**config.mk**
```make
export PLATFORM = sky130hd
export DESIGN_NAME = clkctl_reg
export DESIGN_NICKNAME = d
export VERILOG_FILES = /design/src/rtl/clkctl_pkg.sv /design/src/rtl/clkctl_interlock.sv /design/src/rtl/clkctl_porflag.sv /design/src/rtl/clkctl_readmux.sv /design/src/rtl/clkctl_reg.sv
export SDC_FILE = /design/constraint.sdc
export NUM_CORES = 1
export LEC_CHECK = 0
export CORE_AREA = 5 5 42 44
export DETAILED_ROUTE_END_ITERATION = 6
export DIE_AREA = 0 0 47 49
export PLACE_DENSITY = 0.67
export SLEW_MARGIN = 20
export SYNTH_ARGS = -nofsm -noshare
export SYNTH_HDL_FRONTEND = slang
export SYNTH_SLANG_ARGS = --single-unit
```
**constraint.sdc**
```tcl
create_clock -name clk -period 2.6 [get_ports clk]
set_input_delay 0.78 -clock clk [delete_from_list [all_inputs] [get_ports clk]]
set_output_delay 0.78 -clock clk [all_outputs]
set_load 0.02 [all_outputs]
```
**src/rtl/clkctl_pkg.sv**
```systemverilog
package clkctl_pkg;
  localparam int CTL_W    = 8;
  localparam int LOW_W    = 5;
  localparam int BIT_SLOW = 0;
  localparam int BIT_MAIN = 1;
  localparam int BIT_PD   = 2;
  localparam int BIT_AUX0 = 3;
  localparam int BIT_AUX1 = 4;
  localparam int BIT_POR  = 5;
  localparam logic [LOW_W-1:0] LOW_RST = 5'b00110;
endpackage

```
**src/rtl/clkctl_interlock.sv**
```systemverilog
module clkctl_interlock
  import clkctl_pkg::*;
(
  input  logic [LOW_W-1:0] cur,
  input  logic [LOW_W-1:0] wval,
  input  logic             pll_stable,
  output logic [LOW_W-1:0] nxt
);
  logic pll_ok;
  logic sel_n;
  logic pd_n;

  always_comb begin
    pll_ok = !cur[BIT_PD] && pll_stable;
    if (wval[BIT_MAIN])
      sel_n = 1'b1;
    else if (pll_ok)
      sel_n = 1'b0;
    else
      sel_n = cur[BIT_MAIN];
    if (!wval[BIT_PD])
      pd_n = 1'b0;
    else
      pd_n = cur[BIT_PD] || (cur[BIT_MAIN] && sel_n);
    nxt           = wval;
    nxt[BIT_MAIN] = sel_n;
    nxt[BIT_PD]   = pd_n;
  end
endmodule

```
**src/rtl/clkctl_porflag.sv**
```systemverilog
module clkctl_porflag (
  input  logic clk,
  input  logic rst,
  input  logic por_in,
  input  logic clr_req,
  output logic flag
);
  always_ff @(posedge clk) begin
    if (rst)
      flag <= 1'b0;
    else if (por_in)
      flag <= 1'b1;
    else if (clr_req)
      flag <= 1'b0;
  end


  a_r7_por_sets: assert property (@(posedge clk) disable iff (rst)
    por_in |=> flag);
  a_r7_clear_needs_req: assert property (@(posedge clk) disable iff (rst)
    $fell(flag) |-> $past(clr_req));
endmodule

```
**src/rtl/clkctl_readmux.sv**
```systemverilog
module clkctl_readmux
  import clkctl_pkg::*;
#(
  parameter int ADDR_W = 4,
  parameter logic [ADDR_W-1:0] REG_ADDR = 'h2
) (
  input  logic [ADDR_W-1:0] addr,
  input  logic [LOW_W-1:0]  low,
  input  logic              por_bit,
  output logic [CTL_W-1:0]  rdata
);
  localparam int PAD_W = CTL_W - LOW_W - 1;

  always_comb begin
    if (addr == REG_ADDR)
      rdata = {{PAD_W{1'b0}}, por_bit, low};
    else
      rdata = '0;
  end
endmodule

```
**src/rtl/clkctl_reg.sv**
```systemverilog
module clkctl_reg
  import clkctl_pkg::*;
#(
  parameter int ADDR_W = 4,
  parameter logic [ADDR_W-1:0] REG_ADDR = 'h2
) (
  input  logic              clk,
  input  logic              rst,
  input  logic              wr_en,
  input  logic [ADDR_W-1:0] addr,
  input  logic [CTL_W-1:0]  wdata,
  output logic [CTL_W-1:0]  rdata,
  input  logic              pll_stable,
  input  logic              por_in,
  output logic              slow_osc_sel,
  output logic              sys_main_sel,
  output logic              pll_pwrdn
);
  logic             wr_hit;
  logic [LOW_W-1:0] low_q;
  logic [LOW_W-1:0] low_n;
  logic             por_q;

  assign wr_hit = wr_en && (addr == REG_ADDR);

  clkctl_interlock u_lock (
    .cur        (low_q),
    .wval       (wdata[LOW_W-1:0]),
    .pll_stable (pll_stable),
    .nxt        (low_n)
  );

  always_ff @(posedge clk) begin
    if (rst)
      low_q <= LOW_RST;
    else if (wr_hit)
      low_q <= low_n;
  end

  clkctl_porflag u_por (
    .clk     (clk),
    .rst     (rst),
    .por_in  (por_in),
    .clr_req (wr_hit && wdata[BIT_POR]),
    .flag    (por_q)
  );

  clkctl_readmux #(.ADDR_W(ADDR_W), .REG_ADDR(REG_ADDR)) u_rd (
    .addr    (addr),
    .low     (low_q),
    .por_bit (por_q),
    .rdata   (rdata)
  );

  assign slow_osc_sel = low_q[BIT_SLOW];
  assign sys_main_sel = low_q[BIT_MAIN];
  assign pll_pwrdn    = low_q[BIT_PD];


  a_r4_pll_switch_legal: assert property (@(posedge clk) disable iff (rst)
    $fell(sys_main_sel) |-> ($past(!pll_pwrdn) && $past(pll_stable)));

  a_r5_pwrdn_legal: assert property (@(posedge clk) disable iff (rst)
    $rose(pll_pwrdn) |-> ($past(sys_main_sel) && sys_main_sel));

  a_r6_never_off_pll: assert property (@(posedge clk) disable iff (rst)
    !(!sys_main_sel && pll_pwrdn));

  a_r10_hold_without_write: assert property (@(posedge clk) disable iff (rst)
    !wr_hit |=> $stable(low_q));
endmodule

```
==> impl_metrics.env, run 1 <==
export IMPL_ir_drop_mv=0.330
export IMPL_h_tree_depth=1
export IMPL_grt_ovfl_total=0
export IMPL_fin_nets=85
export IMPL_utilization=0.463
export IMPL_avgSynthCellArea_um2=9.22
export IMPL_fin_tns_setup_ps=0
export IMPL_synthFlopType="dfxtp_1"
export IMPL_crit_path_end_kind="output pin"
export IMPL_dp_cells=75
export IMPL_seq_area_frac_synth=0.343
export IMPL_slew_viol_final=0
export IMPL_period_minus_slack_ps=2520
export IMPL_path_max_fanout=2
export IMPL_yosys_top_cells_area="dfxtp_1, and2_1, nand4b_1"
export IMPL_die_h_um=49
export IMPL_syn2layout_area_growth_pct=85.0
export IMPL_yosys_area_top_type="dfxtp_1"
export IMPL_cts_made_buffers=3
export IMPL_cts_buffer_depth=2
export IMPL_rsz0062_at_grt="false"
export IMPL_grt_antenna_before_repair=0
export IMPL_fin_hold_ws_ps=470
export IMPL_wl_um=1010
export IMPL_clock_root_buffer="clkbuf_4"
export IMPL_arrival_ps=1740
export IMPL_grt_usage=0.0994
export IMPL_cts_tree="built"
export IMPL_dp_hpwl_um=766
export IMPL_grt_pass1_vias=324
export IMPL_design_core_area_um2=1400
export IMPL_status="completed"
export IMPL_die_w_um=47
export IMPL_diodes=0
export IMPL_synth_edff_count=0
export IMPL_vias=371
export IMPL_grt_pass1_wl_um=1520
export IMPL_power_density_nw_per_um2=348
export IMPL_initial_core_util=0.250
export IMPL_synth_top_cell_area_share=0.343
export IMPL_fin_cells=82
export IMPL_synth_seq_cells=6
export IMPL_place_congestion=0.611
export IMPL_startpoint_type="primary input"
export IMPL_async_reset_ff_frac=0
export IMPL_period_share=0.970
export IMPL_hold_class="register to register"
export IMPL_grt_max_degree=11
export IMPL_worstPathRequired_ps=1820
export IMPL_insertion_delay_ps=240
export IMPL_drive_gt1_frac=0.333
export IMPL_die_area_um2=2300
export IMPL_postSynthCellCount=38
export IMPL_post_synth_num_cell_types=18
export IMPL_cp_slowest_cell="nor4b_4"
export IMPL_cts_sinks=6
export IMPL_critical_path_class="primary input to output pin"
export IMPL_numPortBuffers=23
export IMPL_synthesis_area_um2=350
export IMPL_setup_viol=0
export IMPL_yosysWarnings=0
export IMPL_cts_hold_buffers=0
export IMPL_fp_row_count=14
export IMPL_avgViaCountPerCell=4.52
export IMPL_max_stage_delay_ps=290
export IMPL_r2r_setup_slack_ps=1720
export IMPL_synth_common_cells="and2_1, dfxtp_1, nand4b_1, nand2b_1, nor2_1"
export IMPL_ioPinCount=28
export IMPL_clkTransAtPathRegs_ps=50
export IMPL_ant_nets=0
export IMPL_drt_first_pass_iters=4
export IMPL_drv_cap=0
export IMPL_max_freq_mhz=396
export IMPL_initialDrtViolationCount=3
export IMPL_wire_per_inst_um=12.3
export IMPL_finalHoldViolCount=0
export IMPL_crit_chain="dlygate4sd2_1 -> nor4b_4 -> buf_2 -> and2_1 -> buf_4"
export IMPL_p_leak_nw=0.274
export IMPL_fin_skew_ps=3.87
export IMPL_fill_cells=156
export IMPL_drc=0
registers in the layout, indices dropped and copies added, names as in the netlist:
signal / flops
u_por.flag: 1
low_q: 5
cells in the final DEF (no fill, tap or decap):
cell type	n
a221o_1	1
a22oi_2	1
a311oi_1	1
and2_1	1
and2_2	1
and2_4	5
buf_2	1
buf_4	4
buf_6	6
clkbuf_4	3
clkdlybuf4s15_1	1
clkdlybuf4s50_1	13
conb_1	2
dfxtp_1	6
dlygate4sd2_1	3
inv_1	2
nand2b_1	3
nand4b_1	4
nor2_1	3
nor4b_4	1
o2111ai_1	1
o21ai_0	2
o21ai_1	1
critical path: cells and delay by family:
kind / cells / cell delay, ps
buf+inv: 3 / 550
simple gates: 2 / 400
report_power, final:
| group | internal, mW | leakage (nW) | total [mW] | switching, mW |
|---|---|---|---|---|
| clock | 0.0522 | 0.0138 | 0.0860 | 0.0338 |
| combinational | 0.0273 | 0.211 | 0.0445 | 0.0171 |
| sequential | 0.0942 | 0.0488 | 0.0953 | 0.00109 |
| total | 0.174 | 0.274 | 0.226 | 0.0520 |
path summary, 6_finish.rpt:
path / start / end / cells past startpoint
max: addr[2] / rdata[0] / 5
min: low_q[4]$_SDFFE_PP0P_ / low_q[4]$_SDFFE_PP0P_ / 2
max reg2reg: low_q[2]$_SDFFE_PP1P_ / low_q[1]$_SDFFE_PP1P_ / 2
min reg2reg: low_q[4]$_SDFFE_PP0P_ / low_q[4]$_SDFFE_PP0P_ / 2
cell type report:
class | count | area [um2] | share of cell area
repair buffers | 28 | 269 | 0.415
flip-flops and latches | 6 | 120 | 0.185
multi-input cells | 27 | 209 | 0.322
inverters | 2 | 7.51 | 0.0116
clock buffers | 3 | 22.5 | 0.0347
well taps | 16 | 20.0 | 0.0309
metrics by stage:
stage | setup slack (ps) | area [um2] | power, mW
after floorplan | 360 | 354 | 0.114
after global placement | -613 | 582 | 0.139
after detailed placement | -659 | 582 | 0.140
after CTS | 37.6 | 639 | 0.226
after global routing | 1.05 | 648 | 0.240
final | 77.9 | 648 | 0.226
layer usage:
layer,global-route usage,vias up,share of wire
li1,-,188,-
met1,0.0949,167,0.30
met2,0.165,14,0.58
met3,0.0590,2,0.099
met4,0.0415,0,0.012
met5,0,-,0
kinds of logic (layout without fill, tap and decap cells):
logic type             count (synthesis)  count (layout)  share of synthesized area
AND/OR/NAND/NOR                       18              18                      0.382
flip-flops                             6               6                      0.343
buffers and inverters                  6              33                      0.107
AO/OA/AOI/OAI                          7               7                      0.157
other                                  1               2                     0.0107
what timing repair did:
item | CTS | global route
setup buffers | 2 | 1
pin swaps | 1 | 1
cloned | 1 | 0
endpoints found under the hold margin | 0 | 0
resized for setup | 45 | 1
setup endpoints to repair | 6 | 4
Note: power is estimated with default switching activity, not from simulation.
==> run 2: changes to the inputs <==
--- a/config.mk
+++ b/config.mk
@@ -8,7 +8,7 @@
 export CORE_AREA = 5 5 42 44
 export DETAILED_ROUTE_END_ITERATION = 6
 export DIE_AREA = 0 0 47 49
-export PLACE_DENSITY = 0.67
+export PLACE_DENSITY = 0.75
 export SLEW_MARGIN = 20
 export SYNTH_ARGS = -nofsm -noshare
 export SYNTH_HDL_FRONTEND = slang
==> run 2 against run 1 <==
Compared with the run above: clock skew fell by 3.8 ps; global-route usage barely moved; utilization rose by 0.36 points; critical path depth did not move; final area rose by 0.77%; worst setup slack got worse by 28 ps; sequential share of layout area fell by 0.14 points; fmax fell by 1.1%; combinational power fell by 0.9%; clock power rose by 2%; critical path type unchanged; largest cell class unchanged; largest power group unchanged.
==> impl_metrics.env, run 2 (same netlist as run 1, synthesis figures left out) <==
export IMPL_fin_tns_setup_ps=0
export IMPL_reg_top3="low_q x5, u_por.flag x1"
export IMPL_switching_share=0.236
export IMPL_arrival_ps=1770
export IMPL_design_area_um2=653
export IMPL_register_area_um2=120
export IMPL_grt_max_degree=11
export IMPL_drt_first_pass_iters=4
export IMPL_initialDrtViolationCount=8
export IMPL_cts_sinks=6
export IMPL_worstPathRequired_ps=1820
export IMPL_fill_cells=151
export IMPL_syn2layout_area_growth_pct=86.4
export IMPL_die_area_um2=2300
export IMPL_fin_ws_ps=49.9
export IMPL_grt_usage=0.0989
export IMPL_critical_path_class="primary input to output pin"
export IMPL_path_max_fanout=5
export IMPL_initial_core_util=0.250
export IMPL_design_core_area_um2=1400
export IMPL_h_tree_depth=1
export IMPL_crit_path_end_kind="output pin"
export IMPL_clkPwrFrac=0.386
export IMPL_fin_cells=83
export IMPL_cts_made_buffers=3
export IMPL_diodes=0
export IMPL_place_congestion=0.604
export IMPL_power_density_nw_per_um2=348
export IMPL_post_place_ws_ps=-605
export IMPL_ant_nets=0
export IMPL_avgViaCountPerCell=4.69
export IMPL_fp_row_count=14
export IMPL_max_freq_mhz=392
export IMPL_layout_commonest_cell="clkdlybuf4s50_1"
export IMPL_status="completed"
export IMPL_wire_per_inst_um=12.3
export IMPL_cts_buffer_depth=2
export IMPL_seqPwrFrac=0.420
export IMPL_drv_cap=0
export IMPL_clock_root_buffer="clkbuf_4"
export IMPL_multiInputGateArea_um2=204
export IMPL_die_h_um=49
export IMPL_slew_viol_final=0
export IMPL_grt_pass1_vias=323
export IMPL_dp_cells=76
export IMPL_vias=389
export IMPL_numPortBuffers=23
export IMPL_place_area_um2=589
export IMPL_die_w_um=47
export IMPL_hold_class="register to register"
export IMPL_cts_tree="built"
export IMPL_finalPower_uw=227
export IMPL_fin_nets=86
export IMPL_startpoint_type="primary input"
export IMPL_setup_viol=0
export IMPL_fin_skew_ps=0.0983
export IMPL_regMostFlops="low_q"
export IMPL_insertion_delay_ps=240
export IMPL_combPwrFrac=0.194
export IMPL_grt_antenna_before_repair=0
export IMPL_largest_reg_flops=5
export IMPL_grt_ovfl_total=0
export IMPL_intPower_uw=174
export IMPL_p_sw_uw=53.7
export IMPL_period_share=0.981
export IMPL_rsz0062_at_grt="true"
export IMPL_cts_hold_buffers=0
export IMPL_drc=0
export IMPL_utilization=0.466
export IMPL_fin_hold_ws_ps=472
export IMPL_drive_gt1_frac=0.313
export IMPL_grt_pass1_wl_um=1550
export IMPL_clkTransAtPathRegs_ps=50
export IMPL_period_minus_slack_ps=2550
export IMPL_layout_common_cells="clkdlybuf4s50_1, buf_6, dfxtp_1"
export IMPL_wl_um=1020
export IMPL_dp_hpwl_um=698
export IMPL_finalHoldViolCount=0
export IMPL_p_leak_nw=0.278
export IMPL_ir_drop_mv=0.167
export IMPL_ioPinCount=28
-- run 2: path summary, 6_finish.rpt --
kind,endpoint,from,cells after the start,slack [ps]
setup / recovery,rdata[2],addr[3],5,50
hold reg to reg,low_q[3]$_SDFFE_PP0P_,low_q[3]$_SDFFE_PP0P_,2,470
hold / removal,low_q[3]$_SDFFE_PP0P_,low_q[3]$_SDFFE_PP0P_,2,470
setup reg to reg,low_q[1]$_SDFFE_PP1P_,low_q[2]$_SDFFE_PP1P_,2,1710
-- run 2: metal layers --
| layer | share of wire | vias up | routed length (um) | GRT usage |
|---|---|---|---|---|
| met5 | 0 | - | 0 | 0 |
| met4 | 0 | 0 | 0 | 0.0691 |
| met3 | 0.10 | 0 | 102 | 0.0369 |
| met2 | 0.55 | 19 | 561 | 0.143 |
| met1 | 0.35 | 179 | 359 | 0.116 |
| li1 | - | 191 | - | - |
-- run 2: final cells by class --
class | instances | share of cell area
clock buffers | 3 | 0.0345
inverters | 2 | 0.0115
multi-input cells | 27 | 0.312
flip-flops and latches | 6 | 0.184
well taps | 16 | 0.0307
repair buffers | 29 | 0.427
-- run 2: power by group through the flow --
stage               logic, mW  clock network [mW]  registers (mW)
floorplan              0.0164                   0          0.0971
global placement       0.0422                   0          0.0968
detailed placement     0.0429                   0          0.0968
CTS                    0.0430              0.0901          0.0954
global route           0.0474              0.0967          0.0954
finish                 0.0441              0.0877          0.0954
-- run 2: what timing repair did --
item,4_1_cts,5_1_grt
setup endpoints to repair,6,6
cloned,1,0
pin swaps,1,1
resized for setup,41,3
setup buffers,2,1
-- run 2: worst max-delay path, stage by stage --
cell	delay, ps
dlygate4sd2_1	250
nor4b_4	330
buf_6	160
and2_1	140
buf_6	120
